--- src/rtl/deframer_pkg.sv ---
package deframer_pkg;

    typedef enum logic [2:0] {
        ST_IDLE,
        ST_ADDR,
        ST_CTRL,
        ST_DATA1,
        ST_STREAM,
        ST_ACK,
        ST_IGNORE
    } dfr_state_e;

    localparam logic [4:0] ADDR_PREFIX = 5'b01111;

endpackage

--- src/rtl/i2c_line_sync.sv ---
module i2c_line_sync #(
    parameter int STAGES = 2
) (
    input  logic clk,
    input  logic rst_n,
    input  logic scl_in,
    input  logic sda_in,
    output logic sda_level,
    output logic scl_rise,
    output logic scl_fall,
    output logic start_det,
    output logic stop_det
);
    logic [STAGES-1:0] scl_ff;
    logic [STAGES-1:0] sda_ff;
    logic              scl_prev;
    logic              sda_prev;
    logic              scl_s;
    logic              sda_s;

    generate
        if (STAGES == 1) begin : g_single
            always_ff @(posedge clk or negedge rst_n) begin
                if (!rst_n) begin
                    scl_ff <= '1;
                    sda_ff <= '1;
                end else begin
                    scl_ff <= scl_in;
                    sda_ff <= sda_in;
                end
            end
        end else begin : g_chain
            always_ff @(posedge clk or negedge rst_n) begin
                if (!rst_n) begin
                    scl_ff <= '1;
                    sda_ff <= '1;
                end else begin
                    scl_ff <= {scl_ff[STAGES-2:0], scl_in};
                    sda_ff <= {sda_ff[STAGES-2:0], sda_in};
                end
            end
        end
    endgenerate

    assign scl_s = scl_ff[STAGES-1];
    assign sda_s = sda_ff[STAGES-1];

    always_ff @(posedge clk or negedge rst_n) begin
        if (!rst_n) begin
            scl_prev <= 1'b1;
            sda_prev <= 1'b1;
        end else begin
            scl_prev <= scl_s;
            sda_prev <= sda_s;
        end
    end

    assign sda_level = sda_s;
    assign scl_rise  = scl_s & ~scl_prev;
    assign scl_fall  = ~scl_s & scl_prev;
    assign start_det = scl_s & scl_prev & sda_prev & ~sda_s;
    assign stop_det  = scl_s & scl_prev & ~sda_prev & sda_s;

endmodule

--- src/rtl/dfr_shifter.sv ---
module dfr_shifter #(
    parameter int BYTE_W = 8,
    localparam int CNT_W = $clog2(BYTE_W + 1)
) (
    input  logic              clk,
    input  logic              rst_n,
    input  logic              clear,
    input  logic              shift_en,
    input  logic              bit_in,
    output logic [BYTE_W-1:0] shreg,
    output logic [CNT_W-1:0]  cnt
);
    localparam logic [CNT_W-1:0] FULL = CNT_W'(BYTE_W);

    always_ff @(posedge clk or negedge rst_n) begin
        if (!rst_n) begin
            shreg <= '0;
            cnt   <= '0;
        end else if (clear) begin
            cnt <= '0;
        end else if (shift_en && cnt != FULL) begin
            shreg <= {shreg[BYTE_W-2:0], bit_in};
            cnt   <= cnt + 1'b1;
        end
    end

    AST_CNT_BOUND: assert property (@(posedge clk) disable iff (!rst_n)
        cnt <= FULL);

endmodule

--- src/rtl/i2c_ctrl_deframer.sv ---
module i2c_ctrl_deframer
    import deframer_pkg::*;
#(
    parameter int         BYTE_W     = 8,
    parameter int         SYNC_STAGE = 2,
    parameter logic [1:0] ADDR_LOW   = 2'b00
) (
    input  logic              clk,
    input  logic              rst_n,
    input  logic              scl_in,
    input  logic              sda_in,
    output logic              sda_oe,
    output logic              byte_valid,
    output logic [BYTE_W-1:0] byte_data,
    output logic              byte_rs
);
    localparam int         CNT_W     = $clog2(BYTE_W + 1);
    localparam logic [7:0] WRITE_ADR = {ADDR_PREFIX, ADDR_LOW, 1'b0};

    logic              sda_level, scl_rise, scl_fall, start_det, stop_det;
    logic              clear, shift_en, emit, byte_done;
    logic [BYTE_W-1:0] shreg;
    logic [CNT_W-1:0]  cnt;
    dfr_state_e        state_q, state_d, after_q, after_d;
    logic              rs_q, rs_d;

    i2c_line_sync #(.STAGES(SYNC_STAGE)) u_sync (
        .clk       (clk),
        .rst_n     (rst_n),
        .scl_in    (scl_in),
        .sda_in    (sda_in),
        .sda_level (sda_level),
        .scl_rise  (scl_rise),
        .scl_fall  (scl_fall),
        .start_det (start_det),
        .stop_det  (stop_det)
    );

    dfr_shifter #(.BYTE_W(BYTE_W)) u_shift (
        .clk      (clk),
        .rst_n    (rst_n),
        .clear    (clear),
        .shift_en (shift_en),
        .bit_in   (sda_level),
        .shreg    (shreg),
        .cnt      (cnt)
    );

    assign byte_done = (cnt == CNT_W'(BYTE_W)) && scl_fall;

    // Next-state logic
    always_comb begin
        state_d  = state_q;
        after_d  = after_q;
        rs_d     = rs_q;
        clear    = 1'b0;
        shift_en = 1'b0;
        emit     = 1'b0;
        if (start_det) begin
            state_d = ST_ADDR;
            clear   = 1'b1;
        end else if (stop_det) begin
            state_d = ST_IDLE;
            clear   = 1'b1;
        end else begin
            unique case (state_q)
                ST_IDLE, ST_IGNORE: ;
                ST_ADDR: begin
                    shift_en = scl_rise;
                    if (byte_done) begin
                        if (shreg[7:0] == WRITE_ADR) begin
                            state_d = ST_ACK;
                            after_d = ST_CTRL;
                        end else begin
                            state_d = ST_IGNORE;
                        end
                    end
                end
                ST_CTRL: begin
                    shift_en = scl_rise;
                    if (byte_done) begin
                        state_d = ST_ACK;
                        rs_d    = shreg[BYTE_W-2];
                        after_d = shreg[BYTE_W-1] ? ST_DATA1 : ST_STREAM;
                    end
                end
                ST_DATA1: begin
                    shift_en = scl_rise;
                    if (byte_done) begin
                        state_d = ST_ACK;
                        after_d = ST_CTRL;
                        emit    = 1'b1;
                    end
                end
                ST_STREAM: begin
                    shift_en = scl_rise;
                    if (byte_done) begin
                        state_d = ST_ACK;
                        after_d = ST_STREAM;
                        emit    = 1'b1;
                    end
                end
                ST_ACK: begin
                    if (scl_fall) begin
                        state_d = after_q;
                        clear   = 1'b1;
                    end
                end
                default: state_d = ST_IDLE;
            endcase
        end
    end

    // State register
    always_ff @(posedge clk or negedge rst_n) begin
        if (!rst_n) begin
            state_q <= ST_IDLE;
            after_q <= ST_IDLE;
            rs_q    <= 1'b0;
        end else begin
            state_q <= state_d;
            after_q <= after_d;
            rs_q    <= rs_d;
        end
    end

    // Output register
    always_ff @(posedge clk or negedge rst_n) begin
        if (!rst_n) begin
            sda_oe     <= 1'b0;
            byte_valid <= 1'b0;
            byte_data  <= '0;
            byte_rs    <= 1'b0;
        end else begin
            sda_oe     <= (state_d == ST_ACK);
            byte_valid <= emit;
            if (emit) begin
                byte_data <= shreg;
                byte_rs   <= rs_d;
            end
        end
    end

    AST_OE_RISE_AFTER_FALL: assert property (@(posedge clk) disable iff (!rst_n)
        $rose(sda_oe) |-> $past(scl_fall));
    AST_OE_FALL_ON_EVENT: assert property (@(posedge clk) disable iff (!rst_n)
        $fell(sda_oe) |-> ($past(scl_fall) || $past(start_det) || $past(stop_det)));
    AST_VALID_ONE_CYCLE: assert property (@(posedge clk) disable iff (!rst_n)
        byte_valid |=> !byte_valid);
    AST_VALID_WITH_ACK: assert property (@(posedge clk) disable iff (!rst_n)
        byte_valid |-> sda_oe);
    AST_READ_NO_ACK: assert property (@(posedge clk) disable iff (!rst_n)
        (state_q == ST_ADDR && byte_done && !start_det && !stop_det && shreg[0]) |=> !sda_oe);
    AST_RESTART_ADDR: assert property (@(posedge clk) disable iff (!rst_n)
        start_det |=> (state_q == ST_ADDR && !byte_valid));
    AST_STOP_IDLE: assert property (@(posedge clk) disable iff (!rst_n)
        stop_det |=> (state_q == ST_IDLE && !sda_oe));

endmodule

--- config.mk ---
export PLATFORM = sky130hd
export DESIGN_NAME = i2c_ctrl_deframer
export DESIGN_NICKNAME = d
export VERILOG_FILES = /design/src/rtl/deframer_pkg.sv /design/src/rtl/i2c_line_sync.sv /design/src/rtl/dfr_shifter.sv /design/src/rtl/i2c_ctrl_deframer.sv
export SDC_FILE = /design/constraint.sdc
export NUM_CORES = 1
export LEC_CHECK = 0
export BUFFER_PORTS_ARGS = -buffer_cell sky130_fd_sc_hd__buf_2
export CORE_MARGIN = 4
export CORE_UTILIZATION = 30
export CTS_CLUSTER_SIZE = 20
export DETAILED_ROUTE_END_ITERATION = 10
export HOLD_SLACK_MARGIN = 0.02
export SLEW_MARGIN = 20
export SYNTH_ARGS = -nofsm -noshare
export SYNTH_HDL_FRONTEND = slang
export SYNTH_SLANG_ARGS = --single-unit
--- constraint.sdc ---
create_clock -name clk -period 2.7 [get_ports clk]
set_input_delay 0.27 -clock clk [delete_from_list [all_inputs] [get_ports clk]]
set_output_delay 0.27 -clock clk [all_outputs]
set_load 0.01 [all_outputs]
### Yosys cells after proc, flatten, opt, wreduce, memory -nomap -nowiden

Cells that the tools add are included.

* bits in registers: 36
* input port bits: 4
* output and inout port bits: 11
* word-level logic and storage cells: 85

* equal/unequal tests: 15
* bitwise gates (word level): 14
* reductions and logical operators: 11
* add/subtract/negate cells: 1
* muxes and demuxes: 31

Operators with widths (number)
* two-way mux 3 bit: 11
* case mux 3 bit (4 select lines): 2
* two-way mux 1 bit: 15
* == test 3 bit (second input constant): 4
* != test 2 bit (second input constant): 5
* == test 8 x 7 -> 1 bit (second input constant): 1
* two-way mux 4 bit: 2
* AND reduction 8 bit: 1
* AND 1 bit: 7
* NOT 1 bit: 7
* == test 3 x 2 -> 1 bit (second input constant): 2
* adder 4 x 1 -> 4 bit (second input constant): 1
* == test 4 bit (second input constant): 1
* != test 4 bit (second input constant): 1
* nonzero test 4 bit: 1
* OR reduction 2 bit: 2
* OR reduction 4 bit: 1
* == test 3 x 1 -> 1 bit (second input constant): 1
* logical NOT 3 bit: 1
* OR reduction 3 bit: 1
* logical AND 1 bit: 2
* two-way mux 2 bit: 1
* AND reduction 2 bit: 1
* nonzero test 2 bit: 1

### Depth between registers and ports, before layout

Gate-level depths: netlist of the first run.

* depth in word-level cells: 8
* gate-level depth with buffers: 8
* mapped depth without buffers: 7

### By module

Synthesis of the first run repeated with hierarchy kept, for this count alone.

* cell total of the unflattened synthesis: 138
* area total of the unflattened synthesis: 1662.8 sq um

Modules (own cells, without submodules)
* i2c_ctrl_deframer: area each 920.9 sq um, sequential area each 450.4 sq um, cells each 87, instances 1
* dfr_shifter: area each 551.8 sq um, sequential area each 300.3 sq um, cells each 41, instances 1
* i2c_line_sync: area each 190.2 sq um, sequential area each 157.7 sq um, cells each 10, instances 1

### Worst setup path before layout of the first run

No wires, ideal clock.

* kind: flip-flop to flip-flop
* start point: reg u_shift.cnt[0]
* end point: reg byte_rs
* data arrival time: 1970 ps
* path buffers: 1
* library setup time: 125 ps
* required time: 2575 ps
* setup slack: 605 ps
* period minus slack after synthesis: 2095 ps
* stages on the path, launching flop included: 9
* cell sequence: dfrtp_1 -> inv_1 -> ha_1 -> nand3b_4 -> or2_1 -> buf_6 -> or3_4 -> mux2_4 -> mux2_4

* cells in the longest elaborated chain, start to end: 6
* elaborated cells on any way between the ends: 10
* those cells by class: eq/ne: 1; mux: 8; reduce/logical: 1

RTL lines
* start: declaration: line dfr_shifter.sv:11 `output logic [CNT_W-1:0] cnt`
* start signal: assignment: line dfr_shifter.sv:23 `cnt <= cnt + 1'b1;`
* == test 4 bit: line i2c_ctrl_deframer.sv:49 `assign byte_done = (cnt == CNT_W'(BYTE_W)) && scl_fall;`
* logical AND 1 bit: line i2c_ctrl_deframer.sv:49
* two-way mux 1 bit: line i2c_ctrl_deframer.sv:81 `if (byte_done) begin`
* two-way mux 1 bit: line i2c_ctrl_deframer.sv:66 `unique case (state_q)`
* two-way mux 1 bit: line i2c_ctrl_deframer.sv:62 `end else if (stop_det) begin`
* two-way mux 1 bit: line i2c_ctrl_deframer.sv:59 `if (start_det) begin`
* net rs_d: line i2c_ctrl_deframer.sv:25 `logic rs_q, rs_d;`
* end signal: assignment: line i2c_ctrl_deframer.sv:139 `byte_rs <= rs_d;`
* end: declaration: line i2c_ctrl_deframer.sv:15 `output logic byte_rs`

The timed path passes the listed nets, and every way through them passes these cells.
A chain may end at the register's enable or synchronous reset.

### Worst setup path after layout of the first run

* start point: reg u_shift.cnt[1]
* end point: reg byte_rs

The elaborated chain is that of the path after synthesis.

==> results of run 1 <==
==> final cells by class <==
cell class | instances | share of cell area, %
timing repair buffer | 14 | 3.86
sequential | 36 | 50.1
clock inverter | 1 | 0.276
tap | 70 | 4.83
multi-input combinational | 96 | 35.5
inverter | 7 | 1.45
clock buffer | 6 | 4.00
==> worst max path at each step <==
stage | start | end | slack, ns | cells after the start
global placement | u_shift.cnt[0] | byte_rs | 0.60 | 7
floorplan | u_shift.cnt[0] | byte_rs | 0.60 | 8
global route | u_shift.cnt[0] | byte_rs | 0.47 | 7
CTS | u_shift.cnt[1] | byte_rs | 0.54 | 7
detailed placement | u_shift.cnt[1] | byte_rs | 0.55 | 7
finish | u_shift.cnt[1] | byte_rs | 0.54 | 7
==> flip-flops by register name, summed over array words and instances, names as in the netlist, 2 cells and up <==
register and flops:
after_q 3, byte_data 8, state_q 3, u_shift.cnt 4, u_shift.shreg 8, u_sync.scl_ff 2
u_sync.sda_ff 2
==> report_power, final <==
| group | internal (mW) | switching (mW) |
|---|---|---|
| Sequential | 0.554 | 0.0126 |
| Combinational | 0.0119 | 0.0211 |
| Clock | 0.175 | 0.180 |
| Total | 0.741 | 0.213 |
==> critical path: stages, from the launching register on <==
cell	delay (ns)
dfrtp_1	0.40
inv_1	0.09
ha_1	0.19
nand3b_4	0.10
or2_1	0.30
or3_4	0.40
mux2_4	0.31
mux2_4	0.25
==> placed cells by master, fill, tap and decap left out, types with 2 or more instances in the layout <==
cell type | netlist | final
a311oi_1 | 3 | 3
mux2_2 | 9 | 9
clkbuf_8 | 0 | 5
dfrtp_1 | 30 | 30
ha_1 | 2 | 2
inv_1 | 7 | 7
nor2_1 | 11 | 11
nand2_1 | 30 | 30
nand4_1 | 2 | 2
mux2_4 | 2 | 2
nand2b_1 | 2 | 2
buf_2 | 1 | 14
dfstp_2 | 6 | 6
xor2_1 | 2 | 2
o21ai_0 | 3 | 3
a21oi_1 | 3 | 3
==> kinds of logic after synthesis <==
group                      after synthesis  synth area share, %
buffers and inverters                   13                 3.58
xor gates and xnor gates                 3                 1.63
AOI/OAI and AO/OA                       22                 10.3
adders and majority gates                2                 1.55
muxes                                   11                 8.17
and+or+nand+nor                         58                 18.3
DFF                                     36                 56.5
==> per-layer routing <==
metal	global-route usage [%]	routed length, µm	vias up
met2	14.9	1270	21
met3	2.66	103	6
met1	11.9	1320	514
met5	0	0	-
met4	6.08	55	0
li1	-	-	530
==> flow_metrics.py, run 1 <==
metrics = {
    "clocking": {
        "cts_resized": 0,
        "cts_root_buffer": "clkbuf_8",
        "cts_tree": "yes",
        "clk_pin_slew_ns": 0.07,
        "clock_latency_ns": 0.28,
        "cts_sinks": 36,
        "post_cts_buffers": 0,
        "htreeDepth": 2,
        "cts_inserted_buffers": 5,
        "clk_path_buf_depth": 2,
        "holdBufCountCts": 0,
    },
    "cells_and_area": {
        "instances_no_fill": 230,
        "nets": 166,
        "fin_util_pct": 35.3,
        "syn2layout_area_growth_pct": 12.7,
        "seq_area_um2": 908,
        "nFillCells": 541,
        "multi_input_area_um2": 643,
        "drive_gt1_share_pct": 25.6,
        "stdcell_area_um2": 1810,
        "antenna_cells": 0,
    },
    "drt": {
        "wl_per_cell_um": 11.9,
        "num_vias": 1071,
        "first_pass_iters": 4,
        "viasPerCell": 4.66,
        "drtIter0Drc": 120,
        "drtAntennaViolNets": 0,
        "routed_wl_mm": 2.75,
        "drc": 0,
    },
    "synth": {
        "ys_ff_latch": 36,
        "netlist_instances": 145,
        "syn_area_um2": 1610,
        "yosys_warnings": 0,
        "synth-edff-count": 0,
        "yosys-top-cells-count": "30 x dfrtp_1, 30 x nand2_1, 11 x nor2_1, 9 x mux2_2, 7 x inv_1",
        "synth_area_leaders": "dfrtp_1 47%, dfstp_2 9.8%, nand2_1 7.0%, mux2_2 6.3%, nor2_1 2.6%",
        "synth_area_per_cell_um2": 11.1,
        "ys.flop_type": "dfrtp_1",
        "synth_top_area_share_pct": 46.7,
        "synth.distinct_cells": 44,
        "synth_nets": 151,
        "async_flop_share_pct": 100,
        "ys_seq_area_share_pct": 56.5,
        "synth_top_area_cell": "dfrtp_1",
    },
    "sta": {
        "finalHoldViolations": 0,
        "rsz0062_at_grt": "false",
        "skew_ns": 0.00451,
        "clock.fmax_mhz": 464,
        "fin_setup_tns_ns": 0,
        "setup_viol": 0,
        "maxSlewHeadroom_pct": 47.7,
        "min_period_over_period_pct": 79.9,
        "fin_crit_ns": 2.16,
        "maxSlewViolCount": 0,
        "layout_setup_ws_ns": 0.543,
        "worst_slew_pin_slew_ns": 0.784,
        "hold_ws_ns": 0.0611,
    },
    "worst_setup_path": {
        "timing.rr.end": "byte_rs",
        "critPathMaxFanout": 6,
        "reg2reg_from": "u_shift.cnt[1]",
        "r2r_slack_ns": 0.54,
        "r2r_cells": 7,
        "cp_data_required_time_ns": 2.87,
        "start_kind": "register",
        "path_class": "register to register",
        "cp-end-kind": "register",
        "crit_arrival_ns": 2.33,
    },
    "hold_path": {
        "hp-class": "input pin to async pin",
    },
    "placed_design": {
        "port_buffers": 14,
        "detailed_place_hpwl_mm": 1.92,
        "dp_slack_ns": 0.549,
        "place_congestion": 0.862,
        "dp.cells": 223,
        "place_area_um2": 1740,
    },
    "die": {
        "die_x_um": 81.2,
        "dieArea_um2": 6600,
        "io_pins": 15,
        "dieHeight_um": 81.2,
        "initial_utilization_pct": 31.3,
        "num_rows": 26,
        "core_um2": 5140,
    },
    "pwr": {
        "ir_drop_mv": 0.344,
        "fin_total_pwr_mw": 0.955,
        "p_leak_nw": 0.866,
        "p_per_area_nw_per_um2": 527,
    },
    "job": {
        "cap_violations": 0,
    },
    "grt": {
        "antenna_found_initial": 0,
        "track_usage_pct": 9.66,
        "grt_pass1_vias": 1036,
        "grt_pass1_wl_mm": 4.80,
        "grt_max_degree": 37,
        "overflow": 0,
    },
    "status": {
        "outcome": "finished, final reports clean",
    },
}
Note: power is estimated with default switching activity, not from simulation.
==> run 2, diff against run 1 <==
clock period = 2 ns   (was 2.7 ns; I/O delays follow)
==> run 2 against run 1 <==
  * The flow now finishes with violations (hold timing)
  * Sequential power grew 35%
  * Final area grew 7.5%
  * Combinational power grew 62%
  * Global-route usage grew 0.36 points
  * Worst setup slack lost 0.48 ns
  * Clock-buffer cell count grew 1
  * Critical path depth is the same
  * Critical path type unchanged
==> flow_metrics.py, run 2 (synthesized netlist as in run 1, its figures left out) <==
metrics = {
    "sta": {
        "skew_ns": 0.00588,
        "worst_slew_pin_slew_ns": 0.782,
        "hold_ws_ns": -0.00844,
        "fin_setup_tns_ns": 0,
        "maxSlewViolCount": 0,
        "clock.fmax_mhz": 515,
        "min_period_over_period_pct": 97.1,
        "setup_viol": 0,
        "fin_crit_ns": 1.94,
        "maxSlewHeadroom_pct": 47.9,
        "rsz0062_at_grt": "false",
        "finalHoldViolations": 18,
    },
    "worst_setup_path": {
        "cp_data_required_time_ns": 2.18,
        "r2r_slack_ns": 0.06,
        "cp-end-kind": "register",
        "cp_top_family": "simple AND/OR/NAND/NOR gates",
        "crit_chain": "inv_1 -> ha_4 -> nand3b_4 -> or2_1 -> or3_4 -> mux2_4 -> mux2_4",
        "worst_path_largest_cell_delay_ns": 0.38,
        "cpMostUsedCell": "mux2_4",
        "crit_slowest_cell": "dfrtp_1",
        "path_class": "register to register",
        "cp.buffers_inverters": 1,
        "start_kind": "register",
        "critPathMaxFanout": 2,
        "crit_arrival_ns": 2.12,
    },
    "die": {
        "io_pins": 15,
        "core_um2": 5140,
        "dieHeight_um": 81.2,
        "num_rows": 26,
        "die_x_um": 81.2,
        "dieArea_um2": 6600,
        "initial_utilization_pct": 31.3,
    },
    "clocking": {
        "cts_inserted_buffers": 5,
        "clock_latency_ns": 0.29,
        "clk_path_buf_depth": 2,
        "clk_pin_slew_ns": 0.07,
        "cts_root_buffer": "clkbuf_8",
        "cts_tree": "yes",
        "cts_sinks": 36,
        "htreeDepth": 2,
    },
    "status": {
        "outcome": "finished with violations",
        "violations": "hold timing",
    },
    "drt": {
        "drtIter0Drc": 62,
        "routed_wl_mm": 2.79,
        "first_pass_iters": 4,
        "viasPerCell": 4.54,
        "num_vias": 1098,
        "wl_per_cell_um": 11.5,
        "drtAntennaViolNets": 0,
        "drc": 0,
    },
    "pwr": {
        "fin_total_pwr_mw": 1.36,
        "ir_drop_mv": 0.458,
        "p_per_area_nw_per_um2": 697,
        "p_leak_nw": 0.927,
    },
    "grt": {
        "overflow": 0,
        "grt_max_degree": 37,
        "grt_pass1_wl_mm": 4.98,
        "grt_pass1_vias": 1063,
        "track_usage_pct": 10.0,
        "antenna_found_initial": 0,
    },
    "cells_and_area": {
        "syn2layout_area_growth_pct": 21.1,
        "drive_gt1_share_pct": 31.4,
        "final_cell_mix": "30 x nand2_1, 30 x dfrtp_1, 14 x buf_2",
        "antenna_cells": 0,
        "nFillCells": 524,
        "nets": 177,
        "largestRegisters": "byte_data (8), u_shift.shreg (8), u_shift.cnt (4)",
        "stdcell_area_um2": 1950,
    },
    "placed_design": {
        "place_area_um2": 1820,
        "port_buffers": 14,
        "detailed_place_hpwl_mm": 1.95,
        "place_congestion": 0.818,
    },
    "job": {
        "cap_violations": 0,
    },
    "hold_path": {
        "hp-class": "input pin to async pin",
    },
}
[run 2: changes by cell type in the layout (fill, tap and decap cells not counted), sizes merged]
cell         delta
clkinv          -1
dlygate4sd3     +2
clkbuf          +1
clkinvlp        +1
buf             +9
[run 2: final cells by class]
class	count	area, µm²	share of cell area [%]
multi-input cells	96	662	34.0
clock buffers	7	86.3	4.43
inverters	7	26.3	1.35
flip-flops and latches	36	908	46.6
repair buffers	25	170	8.73
well taps	70	87.6	4.50
clock inverters	1	7.51	0.385
[run 2: where the power goes]
| part | switching, mW | total [mW] | internal, mW |
|---|---|---|---|
| Clock | 0.259 | 0.539 | 0.280 |
| Combinational | 0.0311 | 0.0533 | 0.0222 |
| Sequential | 0.0168 | 0.765 | 0.748 |
[run 2: worst paths after layout]
check	startpoint	to	cells past startpoint
worst min-delay path	rst_n	u_shift.cnt[3]	1
worst min register to register	u_sync.sda_ff[0]	u_sync.sda_ff[1]	0
worst max register to register	u_shift.cnt[0]	byte_rs	7
worst max-delay path	u_shift.cnt[0]	byte_rs	7
min in group clk	u_sync.sda_ff[0]	u_sync.sda_ff[1]	0
max in group asynchronous	rst_n	u_shift.cnt[1]	1
[run 2: repair_timing]
| action | CTS | global route |
|---|---|---|
| setup endpoints to repair | 0 | 3 |
| gates resized for setup | 0 | 4 |
| hold buffers | 2 | 0 |
| endpoints found under the hold margin | 2 | 0 |
| setup buffers | 0 | 0 |
[run 2: worst register-to-register path, cell delays in order (launching register included)]
cell and delay (ns):
dfrtp_1 0.38, inv_1 0.10, ha_4 0.15, nand3b_4 0.07
or2_1 0.24, or3_4 0.34, mux2_4 0.31, mux2_4 0.25
[run 2: per-stage QoR]
step	worst slack (ns)	std cells	utilization (%)
after floorplan	-0.0746	145	-
after global placement	0.0581	232	35.4
after detailed placement	0.0204	232	35.4
after CTS	0.00161	242	37.6
after global routing	0.0132	242	37.9
final	0.0589	242	37.9
[run 2: layer usage]
layer | GRT usage [%] | share of wire, % | vias up
li1 | - | - | 556
met1 | 13.0 | 49 | 523
met2 | 14.6 | 45 | 14
met3 | 4.88 | 4.5 | 5
met4 | 3.21 | 0.90 | 0
met5 | 0 | 0 | -
==> run 3, diff against run 2 <==
ABC_AREA = 1   (was default)
==> run 3 against run 2 <==
  * The flow now finishes without violations
  * Utilization shrank 1.8 points
  * Combinational power increased to 5.1 times the previous value
  * Critical endpoint is now u_shift.cnt[2]
  * Flip-flop and latch count did not move
  * Sequential power is 18% higher
  * Area after synthesis increased by 0.86%
  * Synthesized cell count up 29%
  * Worst setup slack gained 0.34 ns
  * Sequential share of layout area increased by 2.0 points
==> flow_metrics.py, run 3 <==
metrics = {
    "sta": {
        "fin_crit_ns": 1.60,
        "worst_slew_pin_slew_ns": 0.770,
        "min_period_over_period_pct": 80.0,
        "finalHoldViolations": 0,
        "hold_ws_ns": 0.358,
        "clock.fmax_mhz": 625,
        "maxSlewHeadroom_pct": 48.7,
        "skew_ns": 0.00966,
        "setup_viol": 0,
        "fin_setup_tns_ns": 0,
        "maxSlewViolCount": 0,
        "rsz0062_at_grt": "false",
    },
    "job": {
        "cap_violations": 0,
    },
    "clocking": {
        "clk_path_buf_depth": 2,
        "htreeDepth": 2,
        "clk_pin_slew_ns": 0.07,
        "cts_tree": "yes",
        "cts_inserted_buffers": 5,
        "clock_latency_ns": 0.29,
        "cts_root_buffer": "clkbuf_8",
        "post_cts_buffers": 0,
        "cts_sinks": 36,
    },
    "synth": {
        "yosys-top-cells-count": "53 x nand2_1, 30 x dfrtp_1, 24 x inv_1, 15 x o21ai_0, 14 x nor2_1",
        "synth_nets": 193,
        "yosysMostFrequentCell": "nand2_1",
        "synthSimpleGateAreaFrac_pct": 23.1,
        "synth_top_area_cell": "dfrtp_1",
        "yosys_warnings": 0,
        "synth-adder-area-share_pct": 1.54,
        "ys_ff_latch": 36,
        "synth_area_leaders": "dfrtp_1 46%, nand2_1 12%, dfstp_2 9.7%, inv_1 5.6%, o21ai_0 4.6%",
        "netlist_instances": 187,
        "synthMuxAreaShare_pct": 0,
        "synth_xor_area_share_pct": 1.08,
        "synth_compound_area_share_pct": 10.6,
        "synth_area_per_cell_um2": 8.68,
        "syn_area_um2": 1620,
        "synth.distinct_cells": 22,
        "async_flop_share_pct": 100,
        "ys.flop_type": "dfrtp_1",
        "ys_seq_area_share_pct": 56.0,
        "synth_top_area_share_pct": 46.3,
        "synth_top_family_by_area": "simple AND/OR/NAND/NOR gates",
        "synth-edff-count": 0,
    },
    "cells_and_area": {
        "largestRegisters": "byte_data (8), u_shift.shreg (8), u_shift.cnt (4)",
        "nFillCells": 536,
        "final_cell_mix": "53 x nand2_1, 30 x dfrtp_1, 24 x inv_1",
        "fin_util_pct": 36.1,
        "drive_gt1_share_pct": 16.3,
        "mostFrequentLayoutCell": "nand2_1",
        "syn2layout_area_growth_pct": 15.2,
        "multi_input_area_um2": 589,
        "nets": 213,
        "seq_area_um2": 908,
        "antenna_cells": 0,
    },
    "die": {
        "dieHeight_um": 81.6,
        "die_x_um": 81.6,
        "core_um2": 5170,
        "io_pins": 15,
        "num_rows": 26,
        "initial_utilization_pct": 31.4,
        "dieArea_um2": 6650,
    },
    "drt": {
        "drtAntennaViolNets": 0,
        "drc": 0,
        "wl_per_cell_um": 10.4,
        "viasPerCell": 4.30,
        "routed_wl_mm": 2.89,
        "num_vias": 1196,
        "first_pass_iters": 4,
        "drtIter0Drc": 56,
    },
    "worst_setup_path": {
        "crit_arrival_ns": 1.80,
        "cp-end-kind": "register",
        "critPathMaxFanout": 19,
        "path_class": "register to register",
        "cp_data_required_time_ns": 2.20,
        "start_kind": "register",
    },
    "pwr": {
        "p_leak_nw": 0.934,
        "ir_drop_mv": 0.600,
        "p_per_area_nw_per_um2": 912,
        "seqPwrFrac_pct": 53.0,
        "p_int_mw": 1.20,
        "swShare_pct": 29.5,
        "p_comb_share_pct": 15.9,
        "switchingPower_mw": 0.503,
        "power_frac_clock_pct": 31.1,
    },
    "placed_design": {
        "place_congestion": 0.839,
        "detailed_place_hpwl_mm": 2.06,
        "port_buffers": 14,
    },
    "status": {
        "outcome": "finished, final reports clean",
    },
    "grt": {
        "overflow": 0,
        "grt_pass1_vias": 1132,
        "grt_pass1_wl_mm": 5.15,
        "antenna_found_initial": 0,
        "grt_max_degree": 37,
        "track_usage_pct": 10.4,
    },
    "hold_path": {
        "hp-class": "register to register",
    },
}
## run 3: kinds of logic (layout without fill, tap and decap cells)
family / after synthesis / count (layout)
compound gates: 31 / 31
fa+ha+maj: 2 / 2
buf+inv: 28 / 49
flops: 36 / 36
xor+xnor: 2 / 2
simple gates: 88 / 88
## run 3: layout make-up
| type | count | share of cell area [%] |
|---|---|---|
| Clock buffer | 7 | 4.62 |
| Clock inverter | 1 | 0.402 |
| Inverter | 24 | 4.82 |
| Multi-Input combinational cell | 123 | 31.5 |
| Sequential cell | 36 | 48.6 |
| Tap cell | 70 | 4.69 |
| Timing Repair Buffer | 17 | 5.35 |
## run 3: worst max-delay path, stage by stage, from the launching register on
cell and delay [ns]:
dfrtp_1 0.37, inv_1 0.07, ha_1 0.21, nand2_1 0.06, nor2_1 0.05, nor3_1 0.18, nand2_2 0.24, inv_1 0.19
nand3_1 0.08, o21ai_0 0.07
## run 3: metrics by stage
step | std cells | setup WS, ns | cell area, µm² | power (mW)
floorplan | 187 | 0.611 | 1620 | 1.11
global placement | 267 | 0.457 | 1750 | 1.18
CTS | 278 | 0.402 | 1870 | 1.73
finish | 278 | 0.401 | 1870 | 1.70
detailed placement | 267 | 0.421 | 1750 | 1.18
global route | 278 | 0.164 | 1870 | 1.83
## run 3: metal layers
metal  up-vias  global-route usage [%]  part of all wire (%)
li1        628                       -                     -
met1       536                    13.0                    49
met2        26                    15.8                    43
met3         6                    3.84                   6.2
met4         0                    5.07                   2.1
met5         -                       0                     0
## run 3: power groups by stage
stage	Clock [mW]	Sequential (mW)	Combinational (mW)
global route	0.589	0.921	0.317
detailed placement	0	0.916	0.266
finish	0.531	0.903	0.270
floorplan	0	0.890	0.223
CTS	0.551	0.903	0.274
global placement	0	0.916	0.263
## run 3: path summary, 6_finish.rpt
| check | depth (start not counted) | start | slack (ns) | to |
|---|---|---|---|---|
| max | 9 | u_shift.cnt[0] | 0.40 | u_shift.cnt[2] |
| min | 0 | u_sync.scl_ff[0] | 0.36 | u_sync.scl_ff[1] |
| max reg2reg | 9 | u_shift.cnt[0] | 0.40 | u_shift.cnt[2] |
| min reg2reg | 0 | u_sync.scl_ff[0] | 0.36 | u_sync.scl_ff[1] |
| max in group asynchronous | 2 | rst_n | 0.99 | after_q[2] |
| min in group asynchronous | 2 | rst_n | 0.52 | byte_data[4] |
## run 3: repair_timing
| item | 4_1_cts | 5_1_grt |
|---|---|---|
| endpoints found under the hold margin | 26 | 0 |
| resized for setup | 0 | 0 |
| setup endpoints to repair | 0 | 0 |
| hold buffers | 3 | 0 |
